**src/rtl/irq_pkg.sv**
```systemverilog
package irq_pkg;

    typedef enum logic {
        SEL_STATUS = 1'b0,
        SEL_MASK   = 1'b1
    } reg_sel_e;

endpackage

```
**src/rtl/irq_status_reg.sv**
```systemverilog
module irq_status_reg #(
    parameter int NUM_SRC = 16
) (
    input  logic               clk,
    input  logic               rst_n,
    input  logic [NUM_SRC-1:0] evt_i,
    input  logic [NUM_SRC-1:0] clr_i,
    output logic [NUM_SRC-1:0] status_d_o,
    output logic [NUM_SRC-1:0] status_q_o
);

    typedef struct packed {
        logic [NUM_SRC-1:0] bits;
    } status_t;

    status_t            st_d, st_q;
    logic [NUM_SRC-1:0] bit_d;

    // per-bit next value: event set has priority over clear
    for (genvar i = 0; i < NUM_SRC; i++) begin : g_bit
        assign bit_d[i] = evt_i[i] | (st_q.bits[i] & ~clr_i[i]);
    end

    always_comb begin
        st_d      = st_q;
        st_d.bits = bit_d;
    end

    always_ff @(posedge clk or negedge rst_n) begin
        if (!rst_n) st_q <= '0;
        else        st_q <= st_d;
    end

    assign status_d_o = st_d.bits;
    assign status_q_o = st_q.bits;

    // cleared bits without a racing event read 0 afterwards
    a_r2_write_one_clears: assert property (@(posedge clk) disable iff (!rst_n)
        (|(clr_i & ~evt_i)) |=> ((status_q_o & $past(clr_i & ~evt_i)) == '0));

    // bits not cleared never fall
    a_r3_zero_keeps: assert property (@(posedge clk) disable iff (!rst_n)
        1'b1 |=> (($past(status_q_o & ~clr_i) & ~status_q_o) == '0));

    // an event always leaves its bit set
    a_r4_set_wins: assert property (@(posedge clk) disable iff (!rst_n)
        (|evt_i) |=> ((status_q_o & $past(evt_i)) == $past(evt_i)));

endmodule

```
**src/rtl/irq_mask_reg.sv**
```systemverilog
module irq_mask_reg #(
    parameter int NUM_SRC = 16
) (
    input  logic               clk,
    input  logic               rst_n,
    input  logic               load_i,
    input  logic [NUM_SRC-1:0] data_i,
    output logic [NUM_SRC-1:0] mask_d_o,
    output logic [NUM_SRC-1:0] mask_q_o
);

    typedef struct packed {
        logic [NUM_SRC-1:0] bits;
    } mask_t;

    mask_t mk_d, mk_q;

    always_comb begin
        mk_d = mk_q;
        if (load_i) mk_d.bits = data_i;
    end

    always_ff @(posedge clk or negedge rst_n) begin
        if (!rst_n) mk_q <= '{bits: '1};
        else        mk_q <= mk_d;
    end

    assign mask_d_o = mk_d.bits;
    assign mask_q_o = mk_q.bits;

    // a mask write loads the full word
    a_r7_mask_load: assert property (@(posedge clk) disable iff (!rst_n)
        load_i |=> (mask_q_o == $past(data_i)));

    // without a write the mask holds
    a_r3_mask_hold: assert property (@(posedge clk) disable iff (!rst_n)
        !load_i |=> $stable(mask_q_o));

endmodule

```
**src/rtl/irq_line_ctrl.sv**
```systemverilog
module irq_line_ctrl #(
    parameter int NUM_SRC = 16
) (
    input  logic               clk,
    input  logic               rst_n,
    input  logic [NUM_SRC-1:0] act_q_i,
    input  logic [NUM_SRC-1:0] act_d_i,
    input  logic [NUM_SRC-1:0] acked_i,
    output logic               irq_q_o
);

    typedef struct packed {
        logic req;
    } line_t;

    line_t line_d, line_q;
    logic  multi_pending;
    logic  partial_ack;

    // two or more bits set: removing the lowest set bit leaves something
    assign multi_pending = |(act_q_i & (act_q_i - 1'b1));
    assign partial_ack   = multi_pending && (|acked_i) && (|act_d_i);

    always_comb begin
        line_d     = line_q;
        line_d.req = (|act_d_i) && !partial_ack;
    end

    always_ff @(posedge clk or negedge rst_n) begin
        if (!rst_n) line_q <= '0;
        else        line_q <= line_d;
    end

    assign irq_q_o = line_q.req;

    // a request is only held while some unmasked bit is pending
    a_r1_req_needs_source: assert property (@(posedge clk) disable iff (!rst_n)
        irq_q_o |-> (|act_q_i));

    // a partial acknowledge opens a gap at the next edge
    a_r5_gap_opens: assert property (@(posedge clk) disable iff (!rst_n)
        partial_ack |=> !irq_q_o);

    // nothing pending after the edge means the line is released
    a_r6_full_release: assert property (@(posedge clk) disable iff (!rst_n)
        !(|act_d_i) |=> !irq_q_o);

endmodule

```
**src/rtl/irq_status_ctrl.sv**
```systemverilog
module irq_status_ctrl #(
    parameter int NUM_SRC = 16
) (
    input  logic               clk,
    input  logic               rst_n,
    input  logic [NUM_SRC-1:0] evt_i,
    input  logic               wr_en_i,
    input  logic               wr_sel_i,
    input  logic [NUM_SRC-1:0] wr_data_i,
    input  logic               rd_sel_i,
    output logic [NUM_SRC-1:0] rd_data_o,
    output logic               irq_drive_low_o,
    output logic               irq_n_o
);

    import irq_pkg::*;

    logic [NUM_SRC-1:0] clr;
    logic               mask_load;
    logic [NUM_SRC-1:0] status_d, status_q;
    logic [NUM_SRC-1:0] mask_d, mask_q;
    logic [NUM_SRC-1:0] act_d, act_q, acked;
    logic               irq_q;

    assign clr       = (wr_en_i && (reg_sel_e'(wr_sel_i) == SEL_STATUS)) ? wr_data_i : '0;
    assign mask_load = wr_en_i && (reg_sel_e'(wr_sel_i) == SEL_MASK);

    irq_status_reg #(.NUM_SRC(NUM_SRC)) u_status (
        .clk        (clk),
        .rst_n      (rst_n),
        .evt_i      (evt_i),
        .clr_i      (clr),
        .status_d_o (status_d),
        .status_q_o (status_q)
    );

    irq_mask_reg #(.NUM_SRC(NUM_SRC)) u_mask (
        .clk      (clk),
        .rst_n    (rst_n),
        .load_i   (mask_load),
        .data_i   (wr_data_i),
        .mask_d_o (mask_d),
        .mask_q_o (mask_q)
    );

    assign act_q = status_q & ~mask_q;
    assign act_d = status_d & ~mask_d;
    assign acked = act_q & clr & ~evt_i;

    irq_line_ctrl #(.NUM_SRC(NUM_SRC)) u_line (
        .clk     (clk),
        .rst_n   (rst_n),
        .act_q_i (act_q),
        .act_d_i (act_d),
        .acked_i (acked),
        .irq_q_o (irq_q)
    );

    assign rd_data_o       = (reg_sel_e'(rd_sel_i) == SEL_MASK) ? mask_q : status_q;
    assign irq_drive_low_o = irq_q;
    assign irq_n_o         = irq_q ? 1'b0 : 1'b1;

    // line level and pull-low enable stay complementary
    a_r10_open_drain: assert property (@(posedge clk) disable iff (!rst_n)
        irq_n_o != irq_drive_low_o);

    // a pending unmasked bit with no write in progress keeps the line low
    a_r1_pending_drives: assert property (@(posedge clk) disable iff (!rst_n)
        ((|act_q) && !wr_en_i && $past(!wr_en_i)) |-> irq_drive_low_o);

endmodule

```
**config.mk**
```make
export PLATFORM = sky130hd
export DESIGN_NAME = irq_status_ctrl
export DESIGN_NICKNAME = d
export VERILOG_FILES = /design/src/rtl/irq_pkg.sv /design/src/rtl/irq_status_reg.sv /design/src/rtl/irq_mask_reg.sv /design/src/rtl/irq_line_ctrl.sv /design/src/rtl/irq_status_ctrl.sv
export SDC_FILE = /design/constraint.sdc
export NUM_CORES = 1
export LEC_CHECK = 0
export CORE_UTILIZATION = 35
export CTS_CLUSTER_SIZE = 20
export DETAILED_ROUTE_END_ITERATION = 8
export DONT_BUFFER_PORTS = 1
export PLACE_DENSITY = 0.59
export RECOVER_POWER = 25
export SYNTH_ARGS = -nofsm -noshare
export SYNTH_HDL_FRONTEND = slang
export SYNTH_SLANG_ARGS = --single-unit
```
**constraint.sdc**
```tcl
create_clock -name clk -period 2.56 [get_ports clk]
set_clock_uncertainty 0.15 [all_clocks]
set_input_delay 0.384 -clock clk [delete_from_list [all_inputs] [get_ports clk]]
set_output_delay 0.384 -clock clk [all_outputs]
set_load 0.05 [all_outputs]
```
; ---- Word level (Yosys, flattened, before mapping)
; Cells that the tools add are included.
[word_totals]
ff_bits = 33
inputBits = 37
output_inout_bits = 18
wordCells = 74
[classes]
n_addsub = 1
n_mux = 4
bitwise_logic = 57
n_reduce_logical = 9
[ops]
columns = operator, n
row1 = $and 16x16->16, 5
row2 = $mux 16, 3
row3 = $not 16->16, 3
row4 = $reduce_or 16->1, 3
row5 = $not 1->1, 17
row6 = $and 1x1->1, 16
row7 = $or 1x1->1, 16
row8 = $sub 16x1->16 const B, 1
row9 = $logic_and 1x1->1, 5
row10 = $logic_not 1->1, 1
row11 = $mux 1, 1

; ---- Depth between registers and ports, before layout
; Gate-level depths: netlist of run 1.
[logic_depth]
word_depth = 11
mapped_depth = 9
depth_no_buf = 6

; ---- Cells and area by module
; From an unflattened synthesis of run 1, not the netlist that was laid out.
[hier_totals]
hier_cells = 208
area_unflattened_um2 = 2280.9
[modules_own_cells]
columns = mod, instances, cells_each, area_per_inst_um2, seq_area_each_um2
row1 = irq_status_ctrl, 1, 88, 748.2, 0.0
row2 = irq_mask_reg, 1, 34, 669.4, 420.4
row3 = irq_status_reg, 1, 48, 580.6, 400.4
row4 = irq_line_ctrl, 1, 38, 282.8, 25.0

; ---- Least setup slack after synthesis of run 1
; Ideal clock, no wire load.
[synth_timing]
kind = input -> output
startpoint = in rd_sel_i
endpoint = out rd_data_o[10]
arrival_ns = 1.483
required_ns = 2.026
path_slack_ns = 0.543
path_stages = 3
n_path_buf = 2
path_cell_list = clkbuf_1 -> buf_1 -> mux2_2
[synth_between]
elab_chain_cells = 1
[synth_lines]
columns = element, line_no
row1 = from (decl), irq_status_ctrl.sv:10  ; input logic rd_sel_i,
row2 = $mux 16, irq_status_ctrl.sv:59  ; assign rd_data_o = (reg_sel_e'(rd_sel_i) == SEL_MASK) ? mask_q : status_q;
row3 = to (decl), irq_status_ctrl.sv:11  ; output logic [NUM_SRC-1:0] rd_data_o,
; Every way passes these cells.

; ---- Worst setup path in the final report of run 1
[layout_timing]
startpoint = reg u_mask.mk_q, in the netlist u_mask.mask_q_o[10]
endpoint = reg u_line.line_q (netlist: u_line.irq_q_o)
[layout_between]
elab_chain_cells = 9
elab_cells_between_ends = 16
classes_between = add/sub: 1 / mux: 1 / bitwise: 7 / reduce/logical: 7
[layout_lines]
columns = element, line_no
row1 = from (decl), irq_mask_reg.sv:16  ; mask_t mk_d, mk_q;
row2 = from (signal assigned), irq_mask_reg.sv:24  ; if (!rst_n) mk_q <= '{bits: '1};
row3 = from (signal assigned), irq_mask_reg.sv:25  ; else mk_q <= mk_d;
row4 = $not 16->16, irq_status_ctrl.sv:46  ; assign act_q = status_q & ~mask_q;
row5 = $and 16x16->16, irq_status_ctrl.sv:46
row6 = $sub 16x1->16 or $and 16x16->16 (tied branches), "irq_line_ctrl.sv:21, irq_status_ctrl.sv:48"
row7 = "$and 16x16->16, on equally long branches", "irq_line_ctrl.sv:21, irq_status_ctrl.sv:48"
row8 = "$reduce_or 16->1, on equally long branches", "irq_line_ctrl.sv:21, irq_line_ctrl.sv:22"
row9 = $logic_and 1x1->1 (2 in series), irq_line_ctrl.sv:22  ; assign partial_ack = multi_pending && (|acked_i) && (|act_d_i);
row10 = $logic_not 1->1, irq_line_ctrl.sv:26  ; line_d.req = (|act_d_i) && !partial_ack;
row11 = $logic_and 1x1->1 (*), irq_line_ctrl.sv:26
row12 = named net u_line.line_d, irq_line_ctrl.sv:16  ; line_t line_d, line_q;
row13 = to (signal assigned), irq_line_ctrl.sv:31  ; else line_q <= line_d;
row14 = to (decl), irq_line_ctrl.sv:16
; Mark *: on every way through the listed nets, which the timed path passes. The rest lies on a longest branch.

==> summary.md, run 1 <==
| Metric | Value |
|---|---|
| Cell Rows | 29 |
| CTS Buffer Depth | 2 |
| Fin area | 2470 um^2 |
| Startpoint Class | register |
| Number of port buffers | 0 |
| Crit share post-route | 0.779 |
| Routability congestion estimate | approximately 0.85 |
| Pre-Repair DR Iteration Count | 4 |
| Area Overhead vs Synth | 8.23% |
| Total setup buffers inserted after CTS | 0 |
| CP startpoint | u_mask.mask_q_o[10] |
| Crit Path Category | reg -> reg |
| DIE HEIGHT | 82.7 um |
| Nets@finish | just over 300 |
| Clk sinks | 33 |
| MaxCap Viol Count | 0 |
| Final ANT Viol Nets | 0 |
| Setup TNS | 0 ps |
| Grt total ovfl | 0 |
| Final std cells w/o fill | around 350 |
| Syn avg cell area | roughly 8.4 um^2 |
| Overall Global Routing Usage | 0.197 |
| Starting Density | 0.361 |
| Hpwl dp | 4.43 mm |
| R2r setup slk | 570 ps |
| Drt total wl | between 6 and 7 mm |
| First-pass GRT wire length | 9.88 mm |
| Leak | 0.953 nW |
| Power Density | approximately 640 nW/um^2 |
| Maximum clock frequency | 501 MHz |
| Fin. Hold Viols | 0 |
| DR iter-0 viols | 141 |
| Slowest library cell on the worst path | dfstp_1 |
| Clk root buf | clkbuf_8 |
| Wire length per cell | approximately 18 um |
| R2r startpoint | u_mask.mask_q_o[10] |
| Hold Crit Class | in -> reg |
| # setup viols final | 0 |
| Setup crit end | u_line.irq_q_o |
| Crit path required time | 2620 ps |
| Register area share after synthesis | 0.371 |
| Post-synthesis cell type count | 43 |
| Worst-path clk slew | 70 ps |
| Diode count | 0 |
| WHS | around 26 ps |
| Cell area after synthesis | between 2000 and 2500 um^2 |
| Count of pins over their slew limit | 0 |
| Outcome | finished clean |
| Synth Net Count | 308 |
| Max VDD drop | 0.459 mV |
| Drt drc | 0 |
| #FFs+latches synth | 33 |
| Share of cells above drive strength 1 | 0.181 |
| Die Area | 6840 um^2 |
| CP max FO | 4 |
| Pin count of the biggest net entering global routing | 34 |
| Max_slew headroom | 0.633 |
| Worst Reg-to-Reg Cells | 6 |
| Worst EP arrival | 2050 ps |
| CTS H-tree lvls | 2 |
| Reg-to-reg endpoint | u_line.irq_q_o |
| Final Core Density | 0.391 |
| TritonCTS Buffers | 5 |
| CTS tree | yes |
| Yosys warning count | 0 |
| Die span in x | 82.7 um |
| CP Capture Type | register |
| Vias in the first global route | ~2,000 |
| Slowest stage delay, CP | 570 ps |
| Fill cell count | roughly 670 |
| Tightest Pin Transition | 537 ps |
| Drt via density | 5.65 |
| Total core area | 6310 um^2 |
| Via count | 1,967 |
| RSZ-0062 raised after global routing | false |
| Min cycle time layout | 1990 ps |
| Post-DP Area | 2320 um^2 |
| Placed insts | 338 |
| Clk Latency, worst-skew pair | 280 ps |
| Initial antenna violation count | 0 |
| Mapped Cells | 271 |
| IO Count | between 50 and 60 |
| Worst-path cell chain | nor2b_1, a32oi_1, nand2_1, a2111oi_0, nand4_1, a21oi_1 |
kinds of logic after synthesis:
logic type                 share of synthesized area
muxes                                         0.0856
DFF                                            0.371
adders and majority gates                    0.00439
AOI/OAI and AO/OA                              0.176
and+or+nand+nor                                0.319
buffers and inverters                         0.0439
worst max-delay path, delay by kind of cell, from the launching register on:
kind / cells / cell delay (ps)
compound gates: 3 / 880
flops: 1 / 570
simple gates: 3 / 330
worst min-delay path by stage:
stage,depth (start not counted),to,from
floorplan,0,u_line.irq_q_o,rst_n
global placement,0,u_status.status_q_o[14],rst_n
detailed placement,0,u_status.status_q_o[14],rst_n
CTS,2,u_mask.mask_q_o[8],wr_data_i[8]
global route,2,u_mask.mask_q_o[8],wr_data_i[8]
finish,2,u_mask.mask_q_o[9],wr_data_i[9]
routing by layer:
metal  share of wire  up-vias  track usage
met5               0        -            0
met4           0.015        0       0.0569
met3           0.089        8       0.0637
met2            0.47       74        0.318
met1            0.42      928        0.250
li1                -      957            -
synth_stat cells (all sizes together):
| master | n | area, um^2 |
|---|---|---|
| nand2 | 82 | 308 |
| dfrtp | 17 | 425 |
| mux2 | 17 | 195 |
| dfstp | 16 | 420 |
| nand2b | 14 | 87.6 |
| nor2b | 14 | 103 |
| o211ai | 13 | 97.6 |
| a21o | 9 | 67.6 |
| a32oi | 8 | 70.1 |
| inv | 8 | 30.0 |
| o21ai | 8 | 40.0 |
| buf | 7 | 51.3 |
| nor2 | 7 | 26.3 |
| nor3 | 7 | 40.0 |
| a21oi | 5 | 25.0 |
| clkbuf | 5 | 18.8 |
| a31oi | 4 | 25.0 |
| nand3 | 4 | 20.0 |
| nor3b | 4 | 30.0 |
| nor4 | 3 | 25.0 |
| a211oi | 2 | 15.0 |
| and2b | 2 | 20.0 |
| nand4 | 2 | 12.5 |
| a2111oi | 1 | 8.76 |
| a22oi | 1 | 7.51 |
| a2bb2oi | 1 | 15.0 |
| a41oi | 1 | 8.76 |
| and2 | 1 | 6.26 |
| maj3 | 1 | 10.0 |
| nand4b | 1 | 8.76 |
| nor4b | 1 | 23.8 |
| o21a | 1 | 7.51 |
| o22ai | 1 | 6.26 |
| o31ai | 1 | 7.51 |
| or2 | 1 | 6.26 |
| or4 | 1 | 11.3 |
per-stage QoR:
step / power (mW) / worst slack [ps]
global placement: 1.07 / 560
finish: 1.59 / 565
floorplan: 1.02 / 543
CTS: 1.61 / 535
detailed placement: 1.07 / 590
global route: 1.67 / 311
sequential cells by signal, indices dropped and copies added, names as in the netlist:
signal / cells
u_mask.mask_q_o: 16
u_status.status_q_o: 16
u_line.irq_q_o: 1
repair_timing:
action                                 4_1_cts  5_1_grt
hold buffers                                 2        0
endpoints found under the hold margin       33        0
gates resized for setup                      0        0
where the power goes:
part / total [mW] / internal [mW] / switching (mW) / leakage (nW)
registers: 0.647 / 0.591 / 0.0553 / 0.329
clock network: 0.517 / 0.318 / 0.199 / 0.0585
logic: 0.424 / 0.141 / 0.283 / 0.566
total: 1.59 / 1.05 / 0.538 / 0.953
cell usage in the layout (no fill, tap or decap), types with 7 or more instances in the layout:
| cell | instances |
|---|---|
| nand2_1 | 82 |
| dfrtp_1 | 17 |
| mux2_2 | 16 |
| nand2b_1 | 14 |
| o211ai_1 | 13 |
| nor2b_1 | 12 |
| dfstp_2 | 12 |
| a21o_1 | 9 |
| inv_1 | 8 |
| a32oi_1 | 8 |
| o21ai_0 | 8 |
| nor2_1 | 7 |
layout make-up:
| class | instances | area (um^2) | area share |
|---|---|---|---|
| Clock inverter | 1 | 30.0 | 0.0122 |
| Tap cell | 77 | 96.3 | 0.0390 |
| Timing Repair Buffer | 4 | 45.0 | 0.0182 |
| Multi-Input combinational cell | 218 | 1340 | 0.541 |
| Sequential cell | 33 | 846 | 0.343 |
| Inverter | 8 | 30.0 | 0.0122 |
| Clock buffer | 7 | 86.3 | 0.0350 |
No activity file was read; power rests on OpenSTA's default activity.
==> inputs of run 2 (changes only) <==
--- a/config.mk
+++ b/config.mk
@@ -9,7 +9,7 @@
 export CTS_CLUSTER_SIZE = 20
 export DETAILED_ROUTE_END_ITERATION = 8
 export DONT_BUFFER_PORTS = 1
-export PLACE_DENSITY = 0.59
+export PLACE_DENSITY = 0.61
 export RECOVER_POWER = 25
 export SYNTH_ARGS = -nofsm -noshare
 export SYNTH_HDL_FRONTEND = slang
==> constraint.sdc (replaced) <==
create_clock -name clk -period 1.7 [get_ports clk]
set_clock_uncertainty 0.15 [all_clocks]
set_input_delay 0.255 -clock clk [delete_from_list [all_inputs] [get_ports clk]]
set_output_delay 0.255 -clock clk [all_outputs]
set_load 0.05 [all_outputs]
==> run 2 against run 1 <==
Compared with the run above: die area unchanged; hold slack got worse by 13 ps; register-to-register slack got worse by 740 ps; the flow now finishes with violations (setup timing); power increased by 52%; critical path type unchanged; via count increased by 14%.
==> summary.md, run 2 (synthesis gave the netlist of run 1 again) <==
| Metric | Value |
|---|---|
| Crit share post-route | 1.10 (+0.326) |
| Clock share of power | 0.253 (-0.072) |
| Critical path's top delay family | simple AND/OR/NAND/NOR gates |
| Drt total wl | 6.97 mm (+14%) |
| Critical path buffers and inverters | 0 (unchanged) |
| MaxCap Viol Count | 0 (unchanged) |
| Logic pwr share | 0.354 (+0.087) |
| Final ANT Viol Nets | 0 (unchanged) |
| Slowest library cell on the worst path | dfstp_2 |
| Commonest non-fill, non-tap cell in the layout | nand2_1 |
| Register Area | 846 um^2 (unchanged) |
| Hold Crit Class | in -> reg |
| Count of pins over their slew limit | 0 (unchanged) |
| Pre-Repair DR Iteration Count | 4 (unchanged) |
| Maximum clock frequency | 532 MHz (+6.2%) |
| Share of cells above drive strength 1 | 0.261 (+0.0803) |
| Pin count of the biggest net entering global routing | 34 (unchanged) |
| Min cycle time layout | 1880 ps (-116 ps) |
| Final worst slack | -178 ps (-744 ps) |
| Worst-path cell chain | and2b_4, nor4b_4, nand3_1, o22ai_1, o211ai_1, a21oi_1 |
| Placed insts | 371 (+9.8%) |
| Worst EP arrival | 1930 ps (-120 ps) |
| Drt drc | 0 (unchanged) |
| Via count | 2,241 (+14%) |
| Worst-path clk slew | 70 ps (about the same) |
| Total setup buffers inserted after CTS | 0 (unchanged) |
| Fill cell count | 617 (-7.2%) |
| Overall Global Routing Usage | 0.220 (+0.0232) |
| Worst Reg-to-Reg Cells | 6 (unchanged) |
| Net Sw Power | 0.836 mW (+56%) |
| RSZ-0062 raised after global routing | true |
| CTS Buffer Depth | 2 (unchanged) |
| Crit path required time | 1750 ps (-870 ps) |
| Power Density | 795 nW/um^2 (+24%) |
| Most frequent cells in the layout | nand2_1, buf_4, dlygate4sd3_1 |
| Multi-input logic area | 1370 um^2 (+2.2%) |
| Diode count | 0 (unchanged) |
| CP Depth | 6 (unchanged) |
| Final Core Density | 0.481 (+0.0898) |
| Hpwl dp | 4.73 mm (+6.7%) |
| Startpoint Class | register |
| Die span in x | 82.7 um (unchanged) |
| Hold depth | 3 (+1) |
| Wire length per cell | 16.8 um (-4.3%) |
| Number of port buffers | 0 (unchanged) |
| Register share of total power | 0.393 (-0.014) |
| Slowest stage delay, CP | 520 ps (-50 ps) |
| # setup viols final | 1 (+1) |
| TritonCTS Buffers | 5 (unchanged) |
| Setup TNS | -178 ps (-178 ps) |
| CTS tree | yes |
| DR iter-0 viols | 133 (-5.7%) |
| IO Count | 55 (unchanged) |
| CTS H-tree lvls | 2 (unchanged) |
| Crit Path Category | reg -> reg |
| Clk root buf | clkbuf_8 |
| Final std cells w/o fill | 414 (+19%) |
| Clk sinks | 33 (unchanged) |
| Clk Latency, worst-skew pair | 280 ps (about the same) |
| Internal | 1.58 mW (+50%) |
| Max_slew headroom | 0.431 (-0.202) |
| Vias in the first global route | 2,340 (+19%) |
| Grt total ovfl | 0 (unchanged) |
| Starting Density | 0.361 (unchanged) |
| Area Overhead vs Synth | 33.1% |
| Initial antenna violation count | 0 (unchanged) |
| Nets@finish | 373 (+21%) |
| Die Area | 6840 um^2 (unchanged) |
| First-pass GRT wire length | 11.1 mm (+13%) |
| Max VDD drop | 0.486 mV (+5.8%) |
| Leak | 1.24 nW (+30%) |
| Switching share of power | 0.346 (+0.00783) |
| Drt via density | 5.41 (-4.2%) |
| Cell Rows | 29 (unchanged) |
| Tightest Pin Transition | 853 ps (+317 ps) |
| Dpl ws | -212 ps (-802 ps) |
| Fin. Hold Viols | 0 (unchanged) |
| CP Capture Type | register |
| CP max FO | 4 (unchanged) |
| DIE HEIGHT | 82.7 um (unchanged) |
| Total power | 2.41 mW (+52%) |
| Total core area | 6310 um^2 (unchanged) |
| Outcome | finished, violations left |
| Routability congestion estimate | 0.837 (-1.9%) |
| Violated checks | setup timing |
run 2: changes by cell type in the layout (fill, tap and decap cells not counted), sizes merged:
cell	before	now
clkbuf	7	9
buf	3	35
dlygate4sd3	1	34
bufinv	1	0
run 2: worst min-delay path, stage by stage:
cell and delay (ps):
nand2_1 40, nand2_1 60, nand2_1 50
run 2: cell type report:
| cell class | instances | area share |
|---|---|---|
| tap | 77 | 0.0317 |
| sequential | 33 | 0.279 |
| clock buffer | 8 | 0.0297 |
| inverter | 8 | 0.00989 |
| multi-input combinational | 218 | 0.450 |
| timing repair buffer | 70 | 0.200 |
run 2: path summary, 6_finish.rpt:
check	end	slack [ps]	startpoint
min in group asynchronous	u_status.status_q_o[1]	460	rst_n
max in group asynchronous	u_status.status_q_o[5]	390	rst_n
setup reg to reg	u_line.irq_q_o	-180	u_mask.mask_q_o[2]
hold / removal	u_status.status_q_o[11]	10	wr_data_i[11]
hold reg to reg	u_mask.mask_q_o[5]	330	u_mask.mask_q_o[5]
setup / recovery	u_line.irq_q_o	-180	u_mask.mask_q_o[2]
run 2: per-layer routing:
metal / up-vias / GRT usage / wire length [um]
li1: 1091 / - / -
met5: - / 0 / 0
met1: 1083 / 0.275 / 3120
met2: 59 / 0.375 / 3400
met4: 0 / 0.0621 / 64
met3: 8 / 0.0527 / 378
run 2: through the flow:
step	area (um^2)	hold slack [ps]
floorplan	2290	-191
detailed placement	2580	-189
global placement	2580	-189
global route	3040	28.8
CTS	3030	7.26
finish	3040	13.3
run 2: power by group through the flow:
stage / Combinational (mW) / Sequential, mW / Clock, mW
after floorplan: 0.570 / 0.970 / 0
after global placement: 0.749 / 0.959 / 0
after detailed placement: 0.758 / 0.960 / 0
after CTS: 0.852 / 0.948 / 0.632
after global routing: 0.927 / 0.959 / 0.659
final: 0.855 / 0.948 / 0.611
run 2: what timing repair did:
| action | CTS | global route |
|---|---|---|
| pin swaps | 1 | 0 |
| gates resized for setup | 2 | 2 |
| hold buffers | 35 | 0 |
| setup endpoints to repair | 1 | 2 |
| endpoints found under the hold margin | 65 | 0 |
